[src/rtl/edge_stamp_pkg.sv]
package edge_stamp_pkg;
  localparam int ADDR_W = 3;

  typedef enum logic [ADDR_W-1:0] {
    A_CTRL  = 3'd0,
    A_STAT  = 3'd1,
    A_SNAPB = 3'd2,
    A_SNAPE = 3'd3,
    A_STAMP = 3'd4,
    A_SNAP  = 3'd5,
    A_LIVEB = 3'd6,
    A_LIVEE = 3'd7
  } reg_addr_e;

  typedef struct packed {
    logic echo_inv;
    logic echo_en;
    logic pulse_en;
  } ctrl_t;

  localparam int CTRL_W = $bits(ctrl_t);
endpackage

[src/rtl/es_prescaler.sv]
module es_prescaler #(
  parameter int DIV = 4
) (
  input  logic clk_i,
  input  logic rst_ni,
  output logic tick_o
);
  localparam int PW = (DIV > 1) ? $clog2(DIV) : 1;
  localparam logic [PW-1:0] LAST = PW'(DIV - 1);

  logic [PW-1:0] cnt_q;

  always_ff @(posedge clk_i or negedge rst_ni) begin
    if (!rst_ni)           cnt_q <= '0;
    else if (cnt_q == LAST) cnt_q <= '0;
    else                   cnt_q <= cnt_q + 1'b1;
  end

  assign tick_o = (cnt_q == LAST);
endmodule

[src/rtl/es_sync_edge.sv]
module es_sync_edge #(
  parameter int STAGES = 2
) (
  input  logic clk_i,
  input  logic rst_ni,
  input  logic din_i,
  output logic level_o,
  output logic rise_o
);
  logic [STAGES-1:0] sync_q;
  logic              lvl_q;

  always_ff @(posedge clk_i or negedge rst_ni) begin
    if (!rst_ni) begin
      sync_q <= '0;
      lvl_q  <= 1'b0;
    end else begin
      sync_q <= {sync_q[STAGES-2:0], din_i};
      lvl_q  <= sync_q[STAGES-1];
    end
  end

  // level is aligned with the cycle the elapsed counter restarts
  assign level_o = lvl_q;
  assign rise_o  = sync_q[STAGES-1] & ~lvl_q;
endmodule

[src/rtl/es_counter.sv]
module es_counter #(
  parameter int W = 16
) (
  input  logic         clk_i,
  input  logic         rst_ni,
  input  logic         clr_i,
  input  logic         inc_i,
  output logic [W-1:0] cnt_o
);
  logic [W-1:0] cnt_q;

  always_ff @(posedge clk_i or negedge rst_ni) begin
    if (!rst_ni)     cnt_q <= '0;
    else if (clr_i)  cnt_q <= '0;
    else if (inc_i)  cnt_q <= cnt_q + 1'b1;
  end

  assign cnt_o = cnt_q;
endmodule

[src/rtl/es_regs.sv]
module es_regs
  import edge_stamp_pkg::*;
#(
  parameter int W = 16
) (
  input  logic              clk_i,
  input  logic              rst_ni,
  input  logic              wr_i,
  input  logic [ADDR_W-1:0] addr_i,
  input  logic [W-1:0]      wdata_i,
  input  logic              level_i,
  input  logic [W-1:0]      base_i,
  input  logic [W-1:0]      elap_i,
  output ctrl_t             ctrl_o,
  output logic              snap_o,
  output logic              evt_o,
  output logic              echo_o,
  output logic              lvl_snap_o,
  output logic              state_o,
  output logic [W-1:0]      stamp_o,
  output logic [W-1:0]      sbase_o,
  output logic [W-1:0]      selap_o
);
  ctrl_t        ctrl_q;
  logic         evt_q, state_q, lvl_q, echo_q;
  logic [W-1:0] stamp_q, sbase_q, selap_q;
  logic         snap_req, clr_req, ctrl_we, changed;

  assign snap_req = wr_i && (addr_i == A_SNAP);
  assign clr_req  = wr_i && (addr_i == A_STAT) && wdata_i[0];
  assign ctrl_we  = wr_i && (addr_i == A_CTRL);
  assign changed  = snap_req && ctrl_q.pulse_en && (level_i != state_q);

  always_ff @(posedge clk_i or negedge rst_ni) begin
    if (!rst_ni) ctrl_q <= '0;
    else if (ctrl_we) ctrl_q <= ctrl_t'(wdata_i[CTRL_W-1:0]);
  end

  always_ff @(posedge clk_i or negedge rst_ni) begin
    if (!rst_ni) begin
      lvl_q   <= 1'b0;
      sbase_q <= '0;
      selap_q <= '0;
    end else if (snap_req) begin
      lvl_q   <= level_i;
      sbase_q <= base_i;
      selap_q <= elap_i;
    end
  end

  always_ff @(posedge clk_i or negedge rst_ni) begin
    if (!rst_ni) begin
      state_q <= 1'b0;
      echo_q  <= 1'b0;
      stamp_q <= '0;
    end else if (changed) begin
      state_q <= level_i;
      echo_q  <= level_i;
      if (level_i) stamp_q <= base_i - elap_i;
    end
  end

  always_ff @(posedge clk_i or negedge rst_ni) begin
    if (!rst_ni)                 evt_q <= 1'b0;
    else if (changed && level_i) evt_q <= 1'b1;
    else if (clr_req)            evt_q <= 1'b0;
  end

  assign ctrl_o     = ctrl_q;
  assign snap_o     = snap_req;
  assign evt_o      = evt_q;
  assign echo_o     = ctrl_q.echo_en & (echo_q ^ ctrl_q.echo_inv);
  assign lvl_snap_o = lvl_q;
  assign state_o    = state_q;
  assign stamp_o    = stamp_q;
  assign sbase_o    = sbase_q;
  assign selap_o    = selap_q;
endmodule

[src/rtl/edge_stamp_top.sv]
module edge_stamp_top
  import edge_stamp_pkg::*;
#(
  parameter int CNT_W       = 16,
  parameter int DIV         = 4,
  parameter int SYNC_STAGES = 2
) (
  input  logic              clk_i,
  input  logic              rst_ni,
  input  logic              pulse_i,
  input  logic              wr_i,
  input  logic [ADDR_W-1:0] addr_i,
  input  logic [CNT_W-1:0]  wdata_i,
  output logic [CNT_W-1:0]  rdata_o,
  output logic              evt_o,
  output logic              echo_o
);
  logic             tick, level, rise, snap_req, lvl_snap, state;
  logic [CNT_W-1:0] base_cnt, elap_cnt, stamp, sbase, selap;
  ctrl_t            ctrl;

  es_prescaler #(.DIV(DIV)) u_pre (
    .clk_i(clk_i), .rst_ni(rst_ni), .tick_o(tick)
  );

  es_sync_edge #(.STAGES(SYNC_STAGES)) u_sync (
    .clk_i(clk_i), .rst_ni(rst_ni), .din_i(pulse_i),
    .level_o(level), .rise_o(rise)
  );

  es_counter #(.W(CNT_W)) u_base (
    .clk_i(clk_i), .rst_ni(rst_ni), .clr_i(1'b0), .inc_i(tick), .cnt_o(base_cnt)
  );

  es_counter #(.W(CNT_W)) u_elap (
    .clk_i(clk_i), .rst_ni(rst_ni), .clr_i(rise), .inc_i(tick), .cnt_o(elap_cnt)
  );

  es_regs #(.W(CNT_W)) u_regs (
    .clk_i(clk_i), .rst_ni(rst_ni), .wr_i(wr_i), .addr_i(addr_i), .wdata_i(wdata_i),
    .level_i(level), .base_i(base_cnt), .elap_i(elap_cnt),
    .ctrl_o(ctrl), .snap_o(snap_req), .evt_o(evt_o), .echo_o(echo_o),
    .lvl_snap_o(lvl_snap), .state_o(state), .stamp_o(stamp),
    .sbase_o(sbase), .selap_o(selap)
  );

  always_comb begin
    rdata_o = '0;
    case (addr_i)
      A_CTRL:  rdata_o = CNT_W'(ctrl);
      A_STAT:  rdata_o = CNT_W'({state, lvl_snap, evt_o});
      A_SNAPB: rdata_o = sbase;
      A_SNAPE: rdata_o = selap;
      A_STAMP: rdata_o = stamp;
      A_LIVEB: rdata_o = base_cnt;
      A_LIVEE: rdata_o = elap_cnt;
      default: rdata_o = '0;
    endcase
  end
endmodule

[config.mk]
export PLATFORM = sky130hd
export DESIGN_NAME = edge_stamp_top
export DESIGN_NICKNAME = d
export VERILOG_FILES = /design/src/rtl/edge_stamp_pkg.sv /design/src/rtl/es_prescaler.sv /design/src/rtl/es_sync_edge.sv /design/src/rtl/es_counter.sv /design/src/rtl/es_regs.sv /design/src/rtl/edge_stamp_top.sv
export SDC_FILE = /design/constraint.sdc
export NUM_CORES = 1
export LEC_CHECK = 0
export ABC_AREA = 1
export BUFFER_PORTS_ARGS = -buffer_cell sky130_fd_sc_hd__buf_4
export CELL_PAD_IN_SITES_DETAIL_PLACEMENT = 0
export CELL_PAD_IN_SITES_GLOBAL_PLACEMENT = 1
export CORE_ASPECT_RATIO = 2
export CORE_UTILIZATION = 48
export CTS_CLUSTER_SIZE = 16
export DETAILED_ROUTE_END_ITERATION = 10
export PLACE_DENSITY = 0.85
export SYNTH_ARGS = -nofsm -noshare
export SYNTH_HDL_FRONTEND = slang
export SYNTH_SLANG_ARGS = --single-unit
[constraint.sdc]
create_clock -name clk_i -period 5.5 [get_ports clk_i]
set_input_delay 0.825 -clock clk_i [delete_from_list [all_inputs] [get_ports clk_i]]
set_output_delay 0.825 -clock clk_i [all_outputs]
set_load 0.05 [all_outputs]
### Word-level counts from Yosys, hierarchy flattened

Cells that the tools add are included.

| operators by class | value |
|---|---|
| $add $sub $neg | 4 |
| $mul | 0 |
| div/mod/pow operators | 0 |
| $lt $le $gt $ge | 0 |
| equality and inequality tests | 9 |
| shift operators | 0 |
| muxes and demuxes | 6 |
| bitwise gates (word level) | 4 |
| reduce and logical (&&, ||, !) cells | 11 |

Operators with widths:

| operator | number |
|---|---|
| one-hot mux 16 bit (7 select lines) | 1 |
| adder 16 x 1 -> 16 bit, second input constant | 2 |
| two-way mux 16 bit | 2 |
| subtractor 16 bit | 1 |
| equality test 3 bit, second input constant | 4 |
| logical AND 1 bit | 7 |
| equality test 3 x 2 -> 1 bit, second input constant | 2 |
| nonzero test 2 bit | 2 |
| equality test 3 x 1 -> 1 bit, second input constant | 1 |
| logical NOT 3 bit | 1 |
| adder 2 x 1 -> 2 bit, second input constant | 1 |
| AND 1 bit | 2 |
| equality test 2 bit, second input constant | 1 |
| two-way mux 1 bit | 2 |
| two-way mux 2 bit | 1 |
| AND reduction 2 bit | 1 |
| != test 1 bit | 1 |
| inverter 1 bit | 1 |
| bitwise XOR 1 bit | 1 |

| word-level totals | value |
|---|---|
| flip-flop bits (word level) | 91 |
| bits in latches | 0 |
| bits in writable memories | 0 |
| memory bits (read-only) | 0 |
| logic and storage cells | 48 |
| memories | 0 |

### Longest topological paths before layout

Gate-level depths: netlist of the first run.

| depth | value |
|---|---|
| depth in word-level cells | 6 |
| depth in mapped cells | 13 |
| gate-level depth less buffers | 13 |

### Modules after synthesis

A second synthesis of the first run with hierarchy kept.

| second synthesis, totals | value |
|---|---|
| cell total of the unflattened synthesis | 866 |
| area total of the unflattened synthesis | 5952.0 um2 |

Modules (own cells, without submodules):

| module | instances | cells each | area each (um2) | seq. area each (um2) |
|---|---|---|---|---|
| es_regs | 1 | 403 | 3037.9 | 1351.3 |
| es_counter | 2 | 129 | 923.4 | 400.4 |
| edge_stamp_top | 1 | 196 | 915.9 | 0.0 |
| es_sync_edge | 1 | 5 | 85.1 | 75.1 |
| es_prescaler | 1 | 4 | 66.3 | 50.0 |

### Worst setup path before layout of the first run

No wires, ideal clock.

| timing | value |
|---|---|
| path type | in2out |
| from | input addr_i[0] |
| to | output rdata_o[6] |
| data arrival time | 1.855 ns |
| required time | 4.675 ns |
| path slack | 2.820 ns |
| cell stages on the path | 3 |
| path through | nor2_1 > nand2_1 > o2111ai_1 |

| on the way | value |
|---|---|
| word-level cells in the longest chain between the ends | 2 |

Ends and longest elaborated chain:

| item | line | source |
|---|---|---|
| start, declared | edge_stamp_top.sv:12 | `input logic [ADDR_W-1:0] addr_i,` |
| equality test 3 bit, or another cell as far along | edge_stamp_top.sv:49 | `case (addr_i)` |
| one-hot mux 16 bit (7 select lines) * | edge_stamp_top.sv:49 |  |
| end, declared | edge_stamp_top.sv:14 | `output logic [CNT_W-1:0] rdata_o,` |

Mark *: on every way between the ends. The rest lies on a longest branch, timed or not.

### Final worst setup path of the first run

| timing | value |
|---|---|
| from | input addr_i[2] |
| to | output rdata_o[2] |

Same word-level chain as after synthesis.

==> flow_summary.json, run 1 <==
{
  "outcome": "complete, no violations",
  "ctsResizeCount": 0,
  "overflow": 0,
  "place_congestion": 0.886,
  "cp_top_family": "buffers and inverters",
  "totalWireLength_mm": 15.1,
  "final_antenna_net_count": 0,
  "slew_viol_final": 0,
  "cp_slowest_stage_delay_ps": 470,
  "layoutNonFillerInstCount": 857,
  "worst-slew-pin-transition_ps": 905,
  "post-route-period-util_pct": 59.5,
  "drv_cap": 0,
  "hold_class": "in2async",
  "irDropWorstVdd_mv": 0.191,
  "synthCells": 692,
  "ys_seq_area_share_pct": 43.1,
  "crit_required_ps": 4680,
  "vias_per_cell": 5.50,
  "cp_slowest_cell": "inv_1",
  "endpoint_kind": "output port",
  "ys_seq_elements": 91,
  "post_cts_buffers": 0,
  "clk_latency_ps": 360,
  "worstPathBufferInverterCount": 4,
  "grt_pass1_vias": 4678,
  "track_usage_pct": 28.2,
  "fin_crit_ps": 3270,
  "hpwl_mm": 11.3,
  "die_area_um2": 11500,
  "routedWlPerCell_um": 17.6,
  "yosysWarnings": 0,
  "path_clk_slew_ps": 70,
  "powerDensity_nw_per_um2": 260,
  "setup_viol": 0,
  "portBuffers": 27,
  "dp.cells": 841,
  "grt_max_degree": 72,
  "fmax_ghz": 0.305,
  "clockBufferDepth": 2,
  "leakagePower_nw": 2.97,
  "die_x_um": 76.2,
  "crit_path_cell_trace": "buf_4, inv_1, nand3_1, inv_1, nand2_1, o2111ai_1, or2_2, buf_4",
  "first_pass_iters": 7,
  "hold_viol": 0,
  "tritoncts": "built",
  "synth_edf_count": 0,
  "cts_root_buf": "clkbuf_16",
  "async_flop_share_pct": 100,
  "syn_area_um2": 5280,
  "diodes": 0,
  "drcViolationCount": 0,
  "antenna_found_initial": 0,
  "ys.flop_type": "dfrtp_1",
  "critPathKind": "in2out",
  "syn_area_per_cell_um2": 7.63,
  "syn-num-nets": 734,
  "rsz0062_at_grt": "no",
  "arrival_ps": 2450,
  "slew-limit-headroom_pct": 39.7,
  "nets": 757,
  "core_area_um2": 10600,
  "drt-initial-drc-count": 305,
  "areaGrowthSynthToFinish_pct": 11.1,
  "cts_sinks": 91,
  "grt_first_pass_wirelength_mm": 24.0,
  "initial_utilization_pct": 49.8,
  "layout-drive-gt1-share_pct": 10.0,
  "vias": 4711,
  "hold_buffers": 0,
  "startpoint_type": "input port",
  "die_h_um": 150,
  "yosysUniqueCellTypes": 38,
  "numCtsBuffers": 9,
  "cp_max_fo": 16,
  "rows": 53,
  "clock_skew_ps": 12.1,
  "fin_tns_setup_ps": 0,
  "h-tree-depth": 3,
  "io-pin-count": 41
}
## worst paths after layout
| check | slack, ps | end | cells after the start | from |
|---|---|---|---|---|
| min in group clk_i | 350 | u_sync.sync_q[1]$_DFF_PN0_ | 0 | u_sync.sync_q[0]$_DFF_PN0_ |
| worst max register to register | 3460 | u_regs.stamp_o[10]$_DFFE_PN0P_ | 11 | u_base.cnt_o[0]$_DFFE_PN0P_ |
| worst min-delay path | 350 | u_regs.stamp_o[13]$_DFFE_PN0P_ | 1 | rst_ni |
| max in group asynchronous | 3950 | u_elap.cnt_o[12]$_DFFE_PN0P_ | 2 | rst_ni |
| worst max-delay path | 2230 | rdata_o[2] | 8 | addr_i[2] |
| worst min register to register | 350 | u_sync.sync_q[1]$_DFF_PN0_ | 0 | u_sync.sync_q[0]$_DFF_PN0_ |
## per-stage QoR
stage | power (mW) | worst slack, ps | hold WS [ps] | utilization [%] | cell area, um^2
after floorplan | 0.861 | 2820 | 331 | - | 5280
after global placement | 0.927 | 2230 | 332 | 52.5 | 5570
after detailed placement | 0.933 | 2220 | 341 | 52.5 | 5570
after CTS | 1.54 | 2290 | 353 | 55.3 | 5870
after global routing | 1.58 | 2170 | 367 | 55.3 | 5870
final | 1.53 | 2230 | 350 | 55.3 | 5870
## layout make-up
| type | instances | area [um^2] |
|---|---|---|
| flip-flops and latches | 91 | 2280 |
| multi-input cells | 480 | 2520 |
| clock inverters | 7 | 71.3 |
| repair buffers | 29 | 218 |
| well taps | 137 | 171 |
| fillers | 1043 | 4740 |
| clock buffers | 9 | 225 |
| inverters | 104 | 390 |
## registers in the layout, indices dropped and copies added (netlist names)
register / cells
u_elap.cnt_o: 16
u_base.cnt_o: 16
u_regs.evt_o: 1
u_regs.lvl_snap_o: 1
u_regs.state_o: 1
u_pre.cnt_q: 2
u_regs.sbase_o: 16
u_sync.level_o: 1
u_regs.selap_o: 16
u_regs.stamp_o: 16
u_sync.sync_q: 2
u_regs.ctrl_o: 3
## cells in the final DEF, fill, tap and decap left out, drive strengths merged, types with 4 or more instances in the layout
master and instances:
nand2 228, inv 106, dfrtp 91, o21ai 52, nand3 37, nor2 36, buf 29, a21oi 23
ha 18, nand4 17, xor2 16, a22oi 14, nor3 12, clkbuf 9, clkinv 5, nand3b 4
## worst reg2reg max path: stages, from the launching register on
cell,delay [ps]
dfrtp_1,400
inv_1,140
ha_1,300
fa_1,410
inv_1,90
nand2_1,50
nand3_1,160
nand2_1,130
nand2_1,80
nand2_1,50
nand3_1,70
nand2_1,50
## cell usage after synthesis (2+ instances only)
cell type  instances  area (um^2)
o21ai_2            3         26.3
o21ai_0           43          215
nand3b_1           3         22.5
nand2_2            2         12.5
a211oi_1           3         22.5
nor2_2             6         37.5
nor2_4             2         22.5
nor3_1            10         50.1
o21ai_1            6         30.0
o2111ai_1          3         26.3
nand2_1          226          848
ha_1              18          225
mux2_2             2         22.5
nand4_1           17          106
nand3_1           36          180
nor2_1            28          105
xor2_1            16          140
nor3_2             2         20.0
nor4_4             2         42.5
buf_2             11         55.1
inv_2              3         11.3
o31ai_1            2         15.0
buf_6              2         22.5
or2_2              3         18.8
clkbuf_2           2         10.0
xnor2_1            3         26.3
a21oi_1           23          115
inv_1            101          379
dfrtp_1           91         2280
a22oi_1           14          105
o221ai_1           2         17.5
## logic make-up after synthesis
| logic type | synth area share, % |
|---|---|
| compound gates | 11.1 |
| buf+inv | 9.26 |
| flops | 43.1 |
| fa+ha+maj | 4.64 |
| mux | 0.426 |
| simple gates | 28.3 |
| xor+xnor | 3.15 |
## layer usage
metal,up-vias,GRT usage [%],wire length [um]
met2,147,53.8,8240
met4,0,18.4,883
li1,2266,-,-
met1,2257,28.5,5410
met3,41,3.82,550
met5,-,0,0
## power breakdown
part           switching [mW]  internal, mW
Sequential             0.0313         0.709
Combinational           0.124        0.0530
Clock                   0.293         0.318
Total                   0.448          1.08
Power figures use the tool's default switching activity.
==> run 2, diff against run 1 <==
--- a/config.mk
+++ b/config.mk
@@ -10,10 +10,10 @@
 export CELL_PAD_IN_SITES_DETAIL_PLACEMENT = 0
 export CELL_PAD_IN_SITES_GLOBAL_PLACEMENT = 1
 export CORE_ASPECT_RATIO = 2
-export CORE_UTILIZATION = 48
+export CORE_UTILIZATION = 40
 export CTS_CLUSTER_SIZE = 16
 export DETAILED_ROUTE_END_ITERATION = 10
-export PLACE_DENSITY = 0.85
+export PLACE_DENSITY = 0.76
 export SYNTH_ARGS = -nofsm -noshare
 export SYNTH_HDL_FRONTEND = slang
 export SYNTH_SLANG_ARGS = --single-unit
==> constraint.sdc (replaced) <==
create_clock -name clk_i -period 2.85 [get_ports clk_i]
set_input_delay 0.4275 -clock clk_i [delete_from_list [all_inputs] [get_ports clk_i]]
set_output_delay 0.4275 -clock clk_i [all_outputs]
set_load 0.05 [all_outputs]
==> run 2 against run 1 <==
Power increased by 100%. Combinational power increased by 100%. Non-clock buffer count increased by 7. Global-route usage decreased by 3.9 points. Clock power increased by 110%. Sequential cell count unchanged. Die area increased by 20%. Largest cell class unchanged. Largest power group unchanged. Setup slack got worse by 1600 ps.
==> flow_summary.json, run 2 (same netlist as run 1, synthesis figures left out) <==
{
  "final_cell_mix": "nand2_1 (226), inv_1 (101), dfrtp_1 (91), o21ai_0 (43), nand3_1 (36)",
  "final_antenna_net_count": 0,
  "nets": 764,
  "track_usage_pct": 24.3,
  "drcViolationCount": 0,
  "overflow": 0,
  "r2r_start": "u_base.cnt_o[0]$_DFFE_PN0P_",
  "grt_first_pass_wirelength_mm": 24.9,
  "core_area_um2": 12900,
  "critPathKind": "in2out",
  "final_common_cell": "nand2_1",
  "met3_usage_pct": 3.00,
  "portBuffers": 27,
  "holdCritStartpoint": "pulse_i",
  "totalWireLength_mm": 15.9,
  "endpoint_kind": "output port",
  "crit_path_cell_trace": "buf_4, nor2_1, nand2_1, inv_1, buf_4, nand2_1, nand4_1, buf_4",
  "arrival_ps": 1850,
  "grt_use_met2_pct": 46.0,
  "first_pass_iters": 4,
  "grtUsageMet1_pct": 23.8,
  "fmax_ghz": 0.440,
  "ctsResizeCount": 0,
  "fin_crit_ps": 2270,
  "startpoint_type": "input port",
  "initial_utilization_pct": 40.9,
  "clockBufferDepth": 2,
  "grt-busiest-layer": "met2",
  "post-route-period-util_pct": 79.8,
  "rsz0062_at_grt": "no",
  "layout-drive-gt1-share_pct": 10.7,
  "routedWlPerCell_um": 18.0,
  "cp_slowest_stage_delay_ps": 440,
  "grt_max_degree": 69,
  "vias_per_cell": 5.27,
  "leakagePower_nw": 3.02,
  "drt-initial-drc-count": 269,
  "slew-limit-headroom_pct": 60.2,
  "die_x_um": 83.3,
  "vias": 4631,
  "numCtsBuffers": 9,
  "clk_latency_ps": 350,
  "path_clk_slew_ps": 70,
  "worst-slew-pin-transition_ps": 597,
  "tritoncts": "built",
  "die_h_um": 165,
  "cts_root_buf": "clkbuf_16",
  "r2r-end": "u_regs.stamp_o[12]$_DFFE_PN0P_",
  "drv_cap": 0,
  "post_cts_buffers": 0,
  "crit_required_ps": 2420,
  "outcome": "complete, no violations",
  "antenna_found_initial": 0,
  "hold_path_end": "u_sync.sync_q[0]$_DFF_PN0_",
  "cp_max_fo": 13,
  "worstHoldPathCells": 1,
  "diodes": 0,
  "h-tree-depth": 3,
  "total_power_mw": 3.07,
  "hold_buffers": 1,
  "rrSetupSlack_ps": 780,
  "cp_common_cell": "buf_4",
  "clock_skew_ps": 13.4,
  "setup_viol": 0,
  "hpwl_mm": 12.4,
  "r2r_cells": 11,
  "irDropWorstVdd_mv": 0.450,
  "hold_viol": 0,
  "grt_pass1_vias": 4654,
  "cp_slowest_cell": "inv_1",
  "fin_tns_setup_ps": 0,
  "areaGrowthSynthToFinish_pct": 13.1,
  "cts_sinks": 91,
  "powerDensity_nw_per_um2": 513,
  "io-pin-count": 41,
  "place_congestion": 0.919,
  "hold_class": "in2reg",
  "rows": 59,
  "die_area_um2": 13700,
  "slew_viol_final": 0
}
[run 2: cell count changes in the layout (fill, tap and decap cells not counted)]
cell	delta
clkinv_4	-4
clkbuf_8	+1
dlygate4sd3_1	+1
clkinv_8	-1
inv_8	+1
bufinv_16	+1
inv_6	+1
clkinvlp_4	+1
buf_4	+5
buf_12	+1
[run 2: critical path: cells and delay by family]
kind | cells | cell delay (ps)
buffers and inverters | 4 | 1000
AND/OR/NAND/NOR | 4 | 400
[run 2: cell type report]
type	instances	area, um^2
fillers	1318	6940
flip-flops and latches	91	2280
clock buffers	10	239
multi-input cells	480	2520
repair buffers	36	285
clock inverters	6	77.6
well taps	152	190
inverters	104	390
[run 2: metrics by stage]
| stage | hold WS [ps] | util (%) | setup slack (ps) | cell area [um^2] | cells |
|---|---|---|---|---|---|
| finish | 181 | 46.3 | 577 | 5980 | 879 |
| global route | 173 | 46.3 | 510 | 5980 | 879 |
| CTS | 179 | 46.3 | 594 | 5980 | 879 |
| detailed placement | 353 | 43.7 | 599 | 5650 | 862 |
| global placement | 335 | 43.7 | 601 | 5650 | 862 |
| floorplan | 132 | - | 965 | 5280 | 692 |
[run 2: worst max-delay path by stage]
stage	from	endpoint	slack, ps	depth (start not counted)
after global routing	addr_i[0]	rdata_o[10]	510	8
after detailed placement	addr_i[1]	rdata_o[10]	600	8
after floorplan	addr_i[0]	rdata_o[6]	960	3
final	addr_i[1]	rdata_o[10]	580	8
after global placement	addr_i[1]	rdata_o[10]	600	8
after CTS	addr_i[1]	rdata_o[10]	590	8
[run 2: report_power, final]
| part | switching (mW) | internal (mW) | total, mW |
|---|---|---|---|
| registers | 0.0686 | 1.37 | 1.44 |
| clock network | 0.552 | 0.723 | 1.28 |
| logic | 0.247 | 0.108 | 0.356 |
| total | 0.868 | 2.20 | 3.07 |
[run 2: layer usage]
layer | up-vias | routed length (um)
met1 | 2192 | 5650
li1 | 2284 | -
met4 | 0 | 1140
met2 | 113 | 8600
met3 | 42 | 476
met5 | - | 0
